File: src/rtl/sep_pkg.sv
// Shared constants and types for the three-wire serial EEPROM model.
// Assumes callers use the host register bit positions given here.
package sep_pkg;
    localparam int HOST_W = 4;
    localparam int BIT_CS = 0;
    localparam int BIT_SK = 1;
    localparam int BIT_DI = 2;
    localparam int BIT_DO = 3;
    localparam int OPC_W  = 2;

    typedef enum logic [2:0] {
        PH_IDLE  = 3'd0,
        PH_CMD   = 3'd1,
        PH_READ  = 3'd2,
        PH_WDATA = 3'd3,
        PH_HOLD  = 3'd4
    } phase_t;

    typedef enum logic [1:0] {
        OP_SPECIAL = 2'b00,
        OP_WRITE   = 2'b01,
        OP_READ    = 2'b10,
        OP_ERASE   = 2'b11
    } opcode_t;

    typedef enum logic [1:0] {
        SP_LOCK   = 2'b00,
        SP_FILL   = 2'b01,
        SP_WIPE   = 2'b10,
        SP_UNLOCK = 2'b11
    } special_t;
endpackage

File: src/rtl/sep_host_port.sv
// Host-facing 4-bit control register with serial clock edge detection.
// Assumes the host changes at most one register value per system clock.
// Bit 3 of the write data is discarded; bit 3 of read data is the device output.
module sep_host_port
    import sep_pkg::*;
(
    input  logic              clk,
    input  logic              rst_n,
    input  logic              host_wr,
    input  logic [HOST_W-1:0] host_wdata,
    input  logic              dev_do,
    output logic [HOST_W-1:0] host_rdata,
    output logic              cs,
    output logic              sk_rise,
    output logic              di
);
    logic [HOST_W-2:0] ctl_q;
    logic              sk_d;

    // Hold the host control bits and the previous serial clock level.
    always_ff @(posedge clk) begin
        if (!rst_n) begin
            ctl_q <= '0;
            sk_d  <= 1'b0;
        end else begin
            sk_d <= ctl_q[BIT_SK];
            if (host_wr) begin
                ctl_q <= host_wdata[HOST_W-2:0];
            end
        end
    end

    // Decode pins and assemble the read-back word.
    always_comb begin
        cs         = ctl_q[BIT_CS];
        di         = ctl_q[BIT_DI];
        sk_rise    = ctl_q[BIT_SK] & ~sk_d;
        host_rdata = {dev_do, ctl_q};
    end
endmodule

File: src/rtl/sep_store.sv
// Word store and programming timer for the serial EEPROM model.
// A program request writes the selected words at once and then holds busy
// for PROG_CYCLES clocks. Assumes requests arrive only while not busy.
module sep_store #(
    parameter int ADDR_W      = 6,
    parameter int DATA_W      = 16,
    parameter int PROG_CYCLES = 20
) (
    input  logic              clk,
    input  logic              rst_n,
    input  logic              prog_req,
    input  logic              prog_all,
    input  logic [ADDR_W-1:0] prog_addr,
    input  logic [DATA_W-1:0] prog_data,
    input  logic [ADDR_W-1:0] rd_addr,
    output logic [DATA_W-1:0] rd_word,
    output logic              busy
);
    localparam int DEPTH = 1 << ADDR_W;
    localparam int TMR_W = $clog2(PROG_CYCLES + 1);

    logic [DATA_W-1:0] mem_q [DEPTH];
    logic [DEPTH-1:0]  hit;
    logic [TMR_W-1:0]  tmr_q;

    // One write strobe per word: selected by address or by the all-words flag.
    for (genvar g = 0; g < DEPTH; g++) begin : g_sel
        assign hit[g] = prog_req & (prog_all | (prog_addr == ADDR_W'(g)));
    end

    // Update the selected words; reset leaves every word erased.
    always_ff @(posedge clk) begin
        for (int i = 0; i < DEPTH; i++) begin
            if (!rst_n) begin
                mem_q[i] <= '1;
            end else if (hit[i]) begin
                mem_q[i] <= prog_data;
            end
        end
    end

    // Count down the programming window after each accepted request.
    always_ff @(posedge clk) begin
        if (!rst_n) begin
            tmr_q <= '0;
        end else if (prog_req) begin
            tmr_q <= TMR_W'(PROG_CYCLES);
        end else if (tmr_q != '0) begin
            tmr_q <= tmr_q - 1'b1;
        end
    end

    // Present the addressed word and the busy level.
    always_comb begin
        rd_word = mem_q[rd_addr];
        busy    = (tmr_q != '0);
    end
endmodule

File: src/rtl/sep_ctrl.sv
// Instruction framing, decode, read shifter and protection for the serial
// EEPROM model. Acts only on rising serial clock edges while chip select is
// high. Assumes the store read port is combinational.
module sep_ctrl
    import sep_pkg::*;
#(
    parameter int ADDR_W = 6,
    parameter int DATA_W = 16
) (
    input  logic              clk,
    input  logic              rst_n,
    input  logic              cs,
    input  logic              sk_rise,
    input  logic              di,
    input  logic              busy,
    input  logic [DATA_W-1:0] rd_word,
    output logic [ADDR_W-1:0] rd_addr,
    output logic              prog_req,
    output logic              prog_all,
    output logic [ADDR_W-1:0] prog_addr,
    output logic [DATA_W-1:0] prog_data,
    output logic              ewen,
    output phase_t            phase,
    output logic              rd_bit,
    output logic              dev_do
);
    localparam int BODY_BITS = OPC_W + ADDR_W;
    localparam int CNT_MAX   = (DATA_W > BODY_BITS) ? DATA_W : BODY_BITS;
    localparam int CNT_W     = $clog2(CNT_MAX) + 1;

    phase_t              phase_q;
    logic [CNT_W-1:0]    cnt_q;
    logic [BODY_BITS-2:0] sreg_q;
    logic [DATA_W-1:0]   wbuf_q;
    logic [DATA_W-1:0]   rshift_q;
    logic [ADDR_W-1:0]   addr_q;
    logic                all_q;
    logic                ewen_q;
    logic                armed_q;
    logic                rbit_q;

    logic [BODY_BITS-1:0] frame;
    logic [ADDR_W-1:0]    addr_f;
    logic [DATA_W-1:0]    wbuf_nx;
    opcode_t              op;
    special_t             sel;
    logic                 step, start_ok, body_done, data_done, wants_erase;

    // Decode the current frame and the events of this clock.
    always_comb begin
        step        = cs & sk_rise;
        frame       = {sreg_q, di};
        addr_f      = frame[ADDR_W-1:0];
        op          = opcode_t'(frame[BODY_BITS-1 -: OPC_W]);
        sel         = special_t'(frame[ADDR_W-1 -: 2]);
        wbuf_nx     = {wbuf_q[DATA_W-2:0], di};
        start_ok    = step & (phase_q == PH_IDLE) & di & ~busy;
        body_done   = step & (phase_q == PH_CMD) & (cnt_q == CNT_W'(BODY_BITS - 1));
        data_done   = step & (phase_q == PH_WDATA) & (cnt_q == CNT_W'(DATA_W - 1));
        wants_erase = (op == OP_ERASE) | ((op == OP_SPECIAL) & (sel == SP_WIPE));
    end

    // Form the programming request presented to the store.
    always_comb begin
        prog_req  = ewen_q & ((body_done & wants_erase) | data_done);
        prog_all  = (phase_q == PH_CMD) ? (op == OP_SPECIAL) : all_q;
        prog_addr = (phase_q == PH_CMD) ? addr_f : addr_q;
        prog_data = (phase_q == PH_CMD) ? '1 : wbuf_nx;
        rd_addr   = addr_f;
    end

    // Framing state machine: start bit, opcode and address, then data.
    always_ff @(posedge clk) begin
        if (!rst_n) begin
            phase_q <= PH_IDLE;
            cnt_q   <= '0;
            sreg_q  <= '0;
            wbuf_q  <= '0;
            addr_q  <= '0;
            all_q   <= 1'b0;
        end else if (!cs) begin
            phase_q <= PH_IDLE;
            cnt_q   <= '0;
        end else if (sk_rise) begin
            unique case (phase_q)
                PH_IDLE: begin
                    if (start_ok) begin
                        phase_q <= PH_CMD;
                        cnt_q   <= '0;
                    end
                end
                PH_CMD: begin
                    sreg_q <= frame[BODY_BITS-2:0];
                    cnt_q  <= cnt_q + 1'b1;
                    if (body_done) begin
                        cnt_q <= '0;
                        unique case (op)
                            OP_READ:  phase_q <= PH_READ;
                            OP_WRITE: begin
                                phase_q <= PH_WDATA;
                                addr_q  <= addr_f;
                                all_q   <= 1'b0;
                            end
                            OP_ERASE: phase_q <= PH_HOLD;
                            OP_SPECIAL: begin
                                if (sel == SP_FILL) begin
                                    phase_q <= PH_WDATA;
                                    all_q   <= 1'b1;
                                end else begin
                                    phase_q <= PH_HOLD;
                                end
                            end
                            default: phase_q <= PH_HOLD;
                        endcase
                    end
                end
                PH_WDATA: begin
                    wbuf_q <= wbuf_nx;
                    cnt_q  <= cnt_q + 1'b1;
                    if (data_done) begin
                        phase_q <= PH_HOLD;
                    end
                end
                PH_READ, PH_HOLD: begin
                end
                default: phase_q <= PH_IDLE;
            endcase
        end
    end

    // Read shifter: dummy zero at decode, then word bits MSB first, then zeros.
    always_ff @(posedge clk) begin
        if (!rst_n) begin
            rshift_q <= '0;
            rbit_q   <= 1'b0;
        end else if (body_done && op == OP_READ) begin
            rshift_q <= rd_word;
            rbit_q   <= 1'b0;
        end else if (step && phase_q == PH_READ) begin
            rbit_q   <= rshift_q[DATA_W-1];
            rshift_q <= {rshift_q[DATA_W-2:0], 1'b0};
        end
    end

    // Protection flag and ready-status arming.
    always_ff @(posedge clk) begin
        if (!rst_n) begin
            ewen_q  <= 1'b0;
            armed_q <= 1'b0;
        end else begin
            if (body_done && op == OP_SPECIAL) begin
                if (sel == SP_UNLOCK) ewen_q <= 1'b1;
                if (sel == SP_LOCK)   ewen_q <= 1'b0;
            end
            if (prog_req) begin
                armed_q <= 1'b1;
            end else if (start_ok) begin
                armed_q <= 1'b0;
            end
        end
    end

    // Serial output: read bit during reads, ready status otherwise.
    always_comb begin
        dev_do = cs & ((phase_q == PH_READ) ? rbit_q : (armed_q & ~busy));
        ewen   = ewen_q;
        phase  = phase_q;
        rd_bit = rbit_q;
    end
endmodule

File: src/rtl/serial_eeprom_3w.sv
// Top of the three-wire serial EEPROM model: host register, controller and
// word store. Assumes a single system clock and synchronous active-low reset.
module serial_eeprom_3w
    import sep_pkg::*;
#(
    parameter int ADDR_W      = 6,
    parameter int DATA_W      = 16,
    parameter int PROG_CYCLES = 20
) (
    input  logic              clk,
    input  logic              rst_n,
    input  logic              host_wr,
    input  logic [HOST_W-1:0] host_wdata,
    output logic [HOST_W-1:0] host_rdata
);
    logic              cs_w, sk_rise_w, di_w, dev_do_w, busy_w;
    logic              prog_req_w, prog_all_w, ewen_w, rd_bit_w;
    logic [ADDR_W-1:0] prog_addr_w, rd_addr_w;
    logic [DATA_W-1:0] prog_data_w, rd_word_w;
    phase_t            phase_w;

    sep_host_port u_port (
        .clk        (clk),
        .rst_n      (rst_n),
        .host_wr    (host_wr),
        .host_wdata (host_wdata),
        .dev_do     (dev_do_w),
        .host_rdata (host_rdata),
        .cs         (cs_w),
        .sk_rise    (sk_rise_w),
        .di         (di_w)
    );

    sep_ctrl #(.ADDR_W(ADDR_W), .DATA_W(DATA_W)) u_ctrl (
        .clk       (clk),
        .rst_n     (rst_n),
        .cs        (cs_w),
        .sk_rise   (sk_rise_w),
        .di        (di_w),
        .busy      (busy_w),
        .rd_word   (rd_word_w),
        .rd_addr   (rd_addr_w),
        .prog_req  (prog_req_w),
        .prog_all  (prog_all_w),
        .prog_addr (prog_addr_w),
        .prog_data (prog_data_w),
        .ewen      (ewen_w),
        .phase     (phase_w),
        .rd_bit    (rd_bit_w),
        .dev_do    (dev_do_w)
    );

    sep_store #(.ADDR_W(ADDR_W), .DATA_W(DATA_W), .PROG_CYCLES(PROG_CYCLES)) u_store (
        .clk       (clk),
        .rst_n     (rst_n),
        .prog_req  (prog_req_w),
        .prog_all  (prog_all_w),
        .prog_addr (prog_addr_w),
        .prog_data (prog_data_w),
        .rd_addr   (rd_addr_w),
        .rd_word   (rd_word_w),
        .busy      (busy_w)
    );
endmodule

File: config.mk
export PLATFORM = sky130hd
export DESIGN_NAME = serial_eeprom_3w
export DESIGN_NICKNAME = d
export VERILOG_FILES = /design/src/rtl/sep_pkg.sv /design/src/rtl/sep_host_port.sv /design/src/rtl/sep_store.sv /design/src/rtl/sep_ctrl.sv /design/src/rtl/serial_eeprom_3w.sv
export SDC_FILE = /design/constraint.sdc
export NUM_CORES = 2
export LEC_CHECK = 0
export BUFFER_PORTS_ARGS = -buffer_cell sky130_fd_sc_hd__buf_2
export CORE_MARGIN = 2
export CORE_UTILIZATION = 40
export DETAILED_ROUTE_END_ITERATION = 16
export GPL_ROUTABILITY_DRIVEN = 1
export HOLD_SLACK_MARGIN = 0.05
export SYNTH_ARGS = -nofsm -noshare
export SYNTH_HDL_FRONTEND = slang
export SYNTH_SLANG_ARGS = --single-unit
File: constraint.sdc
create_clock -name clk -period 7.76 [get_ports clk]
set_input_delay 1.164 -clock clk [delete_from_list [all_inputs] [get_ports clk]]
set_output_delay 1.164 -clock clk [all_outputs]
set_load 0.02 [all_outputs]
After elaboration in Yosys (flattened, before gate mapping)
Memory sizes are Yosys's and may differ from the RTL's.
Index checks and enable logic that the tools add are counted.
- bitwise logic cells: 212
- reductions and logical operators: 25
- muxes and demuxes: 280
- $add $sub $neg: 2
- equal/unequal tests: 79
- operator list (operator ; number):
    16-bit two-way mux ; 67
    1-bit two-way mux ; 200
    6-bit == test (second input constant) ; 32
    1-bit bitwise OR ; 130
    6-bit by 5-bit == test with 1-bit output (second input constant) ; 16
    1-bit bitwise AND ; 78
    6-bit by 4-bit == test with 1-bit output (second input constant) ; 8
    6-bit by 3-bit == test with 1-bit output (second input constant) ; 4
    3-bit case mux with 4 select lines ; 2
    5-bit two-way mux ; 4
    5-bit case mux with 3 select lines ; 1
    6-bit by 2-bit == test with 1-bit output (second input constant) ; 2
    3-bit two-way mux ; 4
    5-bit AND reduction ; 2
    2-bit nonzero test ; 5
    3-bit AND reduction ; 3
    2-bit == test (second input constant) ; 4
    3-bit by 2-bit == test with 1-bit output (second input constant) ; 2
    6-bit by 1-bit == test with 1-bit output (second input constant) ; 1
    6-bit zero test ; 1
    6-bit two-way mux ; 1
    2-bit by 1-bit != test with 1-bit output (second input constant) ; 3
    6-bit AND reduction ; 1
    2-bit OR reduction ; 3
    16 further kinds ; 24
- word-level logic and storage cells: 613
- memories: 1
- bits of input ports: 7
- register bits: 65
- RAM bits: 1024
- memories (name ; words ; bits a word ; rd ports ; clocked after memory_dff ; write ports ; line ; text):
    u_store.mem_q ; 64 ; 16 ; 1 ; 0 ; 64 ; sep_store.sv:22 ; logic [DATA_W-1:0] mem_q [DEPTH];

Longest topological paths before layout
- word-level depth: 13
- depth in mapped cells: 11
- depth with buffers taken out: 8

By module
A second synthesis with hierarchy kept.
- cell total of the unflattened synthesis: 3499
- area, all modules: 50373.3 sq um
- modules (own cells, without submodules) (module ; cells each ; times used ; seq. area each (sq um) ; area each (sq um)):
    sep_store ; 3146 ; 1 ; 30849.6 ; 47428.0
    sep_ctrl ; 338 ; 1 ; 1121.1 ; 2781.4
    sep_host_port ; 15 ; 1 ; 80.1 ; 163.9

Least setup slack after synthesis
Ideal clock, no wire load.
- path kind: register to register
- start point: register u_ctrl.sreg_q[3]
- end point: memory u_store.mem_q[53][0], enable pin
- stages on the path, launching flop included: 10
- arrival: 3270 ps
- period minus slack after synthesis: 3681 ps
- required time: 7349 ps
- path buffers: 3
- path slack: 4079 ps
- setup time: 411 ps
- path through: dfxtp_1 -> buf_2 -> inv_2 -> ha_1 -> or3b_1 -> a2111oi_0 -> o21ai_1 -> clkbuf_1 -> clkbuf_1 -> o21ai_0
- RTL lines (item ; line ; text):
    from (decl) ; sep_ctrl.sv:33 ; logic [BODY_BITS-2:0] sreg_q;
    from (signal assigned) ; sep_ctrl.sv:93 ; sreg_q <= frame[BODY_BITS-2:0];
    to (decl) ; sep_store.sv:22 ;

==> results.toml <==
[timing]
fin_setup_tns_ns = 0
finalCritPeriodShare_pct = 61.2
fin_hold_ws_ns = 0.459
fin_skew_ns = 0.0290
fmax_mhz = 211
layout_min_cycle_time_ns = 4.75
tightest_slew_ns = 1.33
hold_viol = 0
drv_slew = 0
grt_setup_unrepaired = "false"
setup-violations-final = 0
slew_headroom_pct = 10.4
setup_ws_ns = 3.01

[clock_tree]
htreeDepth = 3
cts_root_buf = "clkbuf_16"
cts_buffers = 115
cts-resized-gates = 0
clk_latency_ns = 0.71
clk_path_buf_depth = 3
cts.sinks = 1089
postCtsSetupRepairBufs = 0
hold_buffers = 0
cts.clk_slew.worst_paths_ns = 0.06
cts_tree = "done"

[final_layout]
drive_above_1_share_pct = 19.7
finalNonFillerCells = 5102
design_area_sq_um = 55100
n_fill_cell = 11000
ff_latch_area_sq_um = 32100
fin_util_pct = 44.4
nNetsFinal = 3380
multi_input_area_sq_um = 16200
n_antenna_cell = 0
area_growth_pct = 9.99

[synthesis]
syn_inst = 3555
synth_cell_types = 72
syn_nets = 3568
synth_most_common_cell = "nand3_1"
yosysWarnings = 0
yosys.area.top_type_share_pct = 61.4
synth_ff_type = "edfxtp_1"
ys_async_sr_fraction_pct = 0
synth_seq_cells = 1089
synth_edf_count = 1024
ys_seq_area_share_pct = 64.0
yosysTopAreaCell = "edfxtp_1"
yosys-top-cells-count = "1043 x nand3_1, 1024 x edfxtp_1, 258 x mux4_2, 173 x buf_2, 163 x clkbuf_1"
synth_area_sq_um = 50100
avgSynthCellArea_sq_um = 14.1
yosys-top-cells-area = "edfxtp_1 61%, mux4_2 12%, nand3_1 10%"

[placed_design]
routabilityCongestion = 1.03
place_ws_ns = 3.15
post_dp_cell_area_sq_um = 51400
dp_hpwl_mm = 81.4
port-buffer-count = 9
place_inst = 4887

[pwr]
p_per_area_nw_per_um2 = 220
leakage_nw = 12.2
seqPwrFrac_pct = 53.0
combinationalPowerShare_pct = 2.7
power.switching_mw = 2.55
design_power_total_mw = 12.1
p_int_mw = 9.56
swShare_pct = 21.1
p_clk_share_pct = 44.4
ir_worst_vdd_v = 0.000163

[critical_path]
rrSetupSlack_ns = 3.01
ff2ff_path_depth = 5
cp-end-kind = "flip-flop"
critPathRequiredTime_ns = 8.15
arrival_ns = 5.14
path_max_fanout = 16
critical_path_class = "flip-flop to flip-flop"
r2r_start = "u_ctrl.phase[0]$_SDFFE_PN0P_"
r2r_end = "u_store.mem_q[2][5]$_SDFFCE_PN1P_"
startpoint_type = "flip-flop"

[grt]
grt_pass1_vias = 31100
grt-ovfl-total = 0
antenna_found_initial = 4
grtUsageTotal_pct = 22.1
grt_pass1_wl_mm = 211
grt_max_degree = 243

[floorplanning]
ioPinCount = 11
initial_core_util_pct = 40.4
dieArea_sq_um = 128000
rows = 129
die_y_microns = 358
core_sq_um = 124000
die_w_microns = 358

[route]
firstDrtPassIters = 5
post-route-drc-count = 0
via_count = 31800
wl_per_cell_microns = 27.8
first_iter_violations = 4261
postRouteWirelength_mm = 142
vias_per_cell = 6.24
final_antenna_net_count = 0

[min_path]
holdPathStages = 2
min_from = "u_ctrl.armed_q$_SDFFE_PN0P_"
whs_endpoint = "u_ctrl.armed_q$_SDFFE_PN0P_"
min_path_type = "flip-flop to flip-flop"

[run]
drv_cap = 0

[status]
status = "finished clean"
-- power by group through the flow --
stage / clock (mW) / sequential, mW / combinational, mW
after floorplan: 0 / 6.54 / 0.211
after global placement: 0 / 6.54 / 0.327
after detailed placement: 0 / 6.54 / 0.331
after CTS: 5.43 / 6.42 / 0.331
after global routing: 5.66 / 6.42 / 0.348
final: 5.38 / 6.42 / 0.322
-- layer usage --
| metal | vias to the layer above | routed length, microns | part of all wire [%] | track usage, % |
|---|---|---|---|---|
| met4 | 0 | 4630 | 3.3 | 7.77 |
| met5 | - | 0 | 0 | 0 |
| met3 | 242 | 11900 | 8.4 | 4.09 |
| met1 | 16500 | 59000 | 42 | 31.6 |
| li1 | 13700 | - | - | - |
| met2 | 1406 | 66300 | 47 | 34.0 |
-- worst max-delay path, cell delays in order (launching register included) --
cell	delay, ns
dfxtp_1	0.59
nor3b_4	0.85
mux2i_2	0.90
nand4_1	0.82
o21ai_2	1.08
nand3_1	0.16
-- final cells by class --
cell class              count  area share, %
clock buffers             156           5.73
clock inverters            59          0.891
inverters                  11         0.0750
multi-input cells        2025           29.5
flip-flops and latches   1089           58.2
well taps                1637           3.72
repair buffers            125           1.90
-- cells by family (layout without fill, tap and decap cells) --
logic type,after synthesis,count (layout),synth area share (%)
flip-flops,1089,1089,64.0
multiplexers,366,366,13.8
buffers and inverters,441,351,4.38
AO/OA/AOI/OAI,368,368,4.44
XOR/XNOR,2,2,0.0350
AND/OR/NAND/NOR,1283,1283,13.1
adder cells (fa/ha/maj),6,6,0.150
-- flip-flops by register name (all words and copies together), names as in the netlist, 3 cells and up --
name             count
u_ctrl.phase         3
u_ctrl.addr_q        6
u_ctrl.sreg_q        7
u_port.ctl_q         3
u_ctrl.rshift_q     16
u_ctrl.wbuf_q       15
u_ctrl.cnt_q         5
u_store.mem_q     1024
u_store.tmr_q        5
-- how the worst max path moves through the flow --
stage | start | slack [ns] | end | cells past startpoint
final | u_ctrl.phase[0]$_SDFFE_PN0P_ | 3.01 | u_store.mem_q[2][5]$_SDFFCE_PN1P_ | 5
after global routing | u_ctrl.phase[0]$_SDFFE_PN0P_ | 2.76 | u_store.mem_q[51][3]$_SDFFCE_PN1P_ | 5
after CTS | u_ctrl.phase[0]$_SDFFE_PN0P_ | 3.10 | u_store.mem_q[51][4]$_SDFFCE_PN1P_ | 5
after detailed placement | u_ctrl.phase[0]$_SDFFE_PN0P_ | 3.15 | u_store.mem_q[51][4]$_SDFFCE_PN1P_ | 5
after global placement | u_ctrl.phase[0]$_SDFFE_PN0P_ | 3.26 | u_store.mem_q[51][5]$_SDFFCE_PN1P_ | 5
after floorplan | u_ctrl.sreg_q[3]$_SDFFE_PN0P_ | 4.08 | u_store.mem_q[53][0]$_SDFFCE_PN1P_ | 9
-- cell usage in the layout, fill, tap and decap left out, types with 60 or more instances in the layout --
cell type | synthesis | routed
dfxtp_1 | 65 | 60
o21ai_2 | 5 | 73
nand2_1 | 68 | 67
mux4_2 | 258 | 258
nand3_1 | 1043 | 1043
edfxtp_1 | 1024 | 1024
clkbuf_16 | 0 | 118
buf_4 | 75 | 107
a21oi_1 | 106 | 106
mux2i_1 | 95 | 95
No activity file was read; power rests on OpenSTA's default activity.
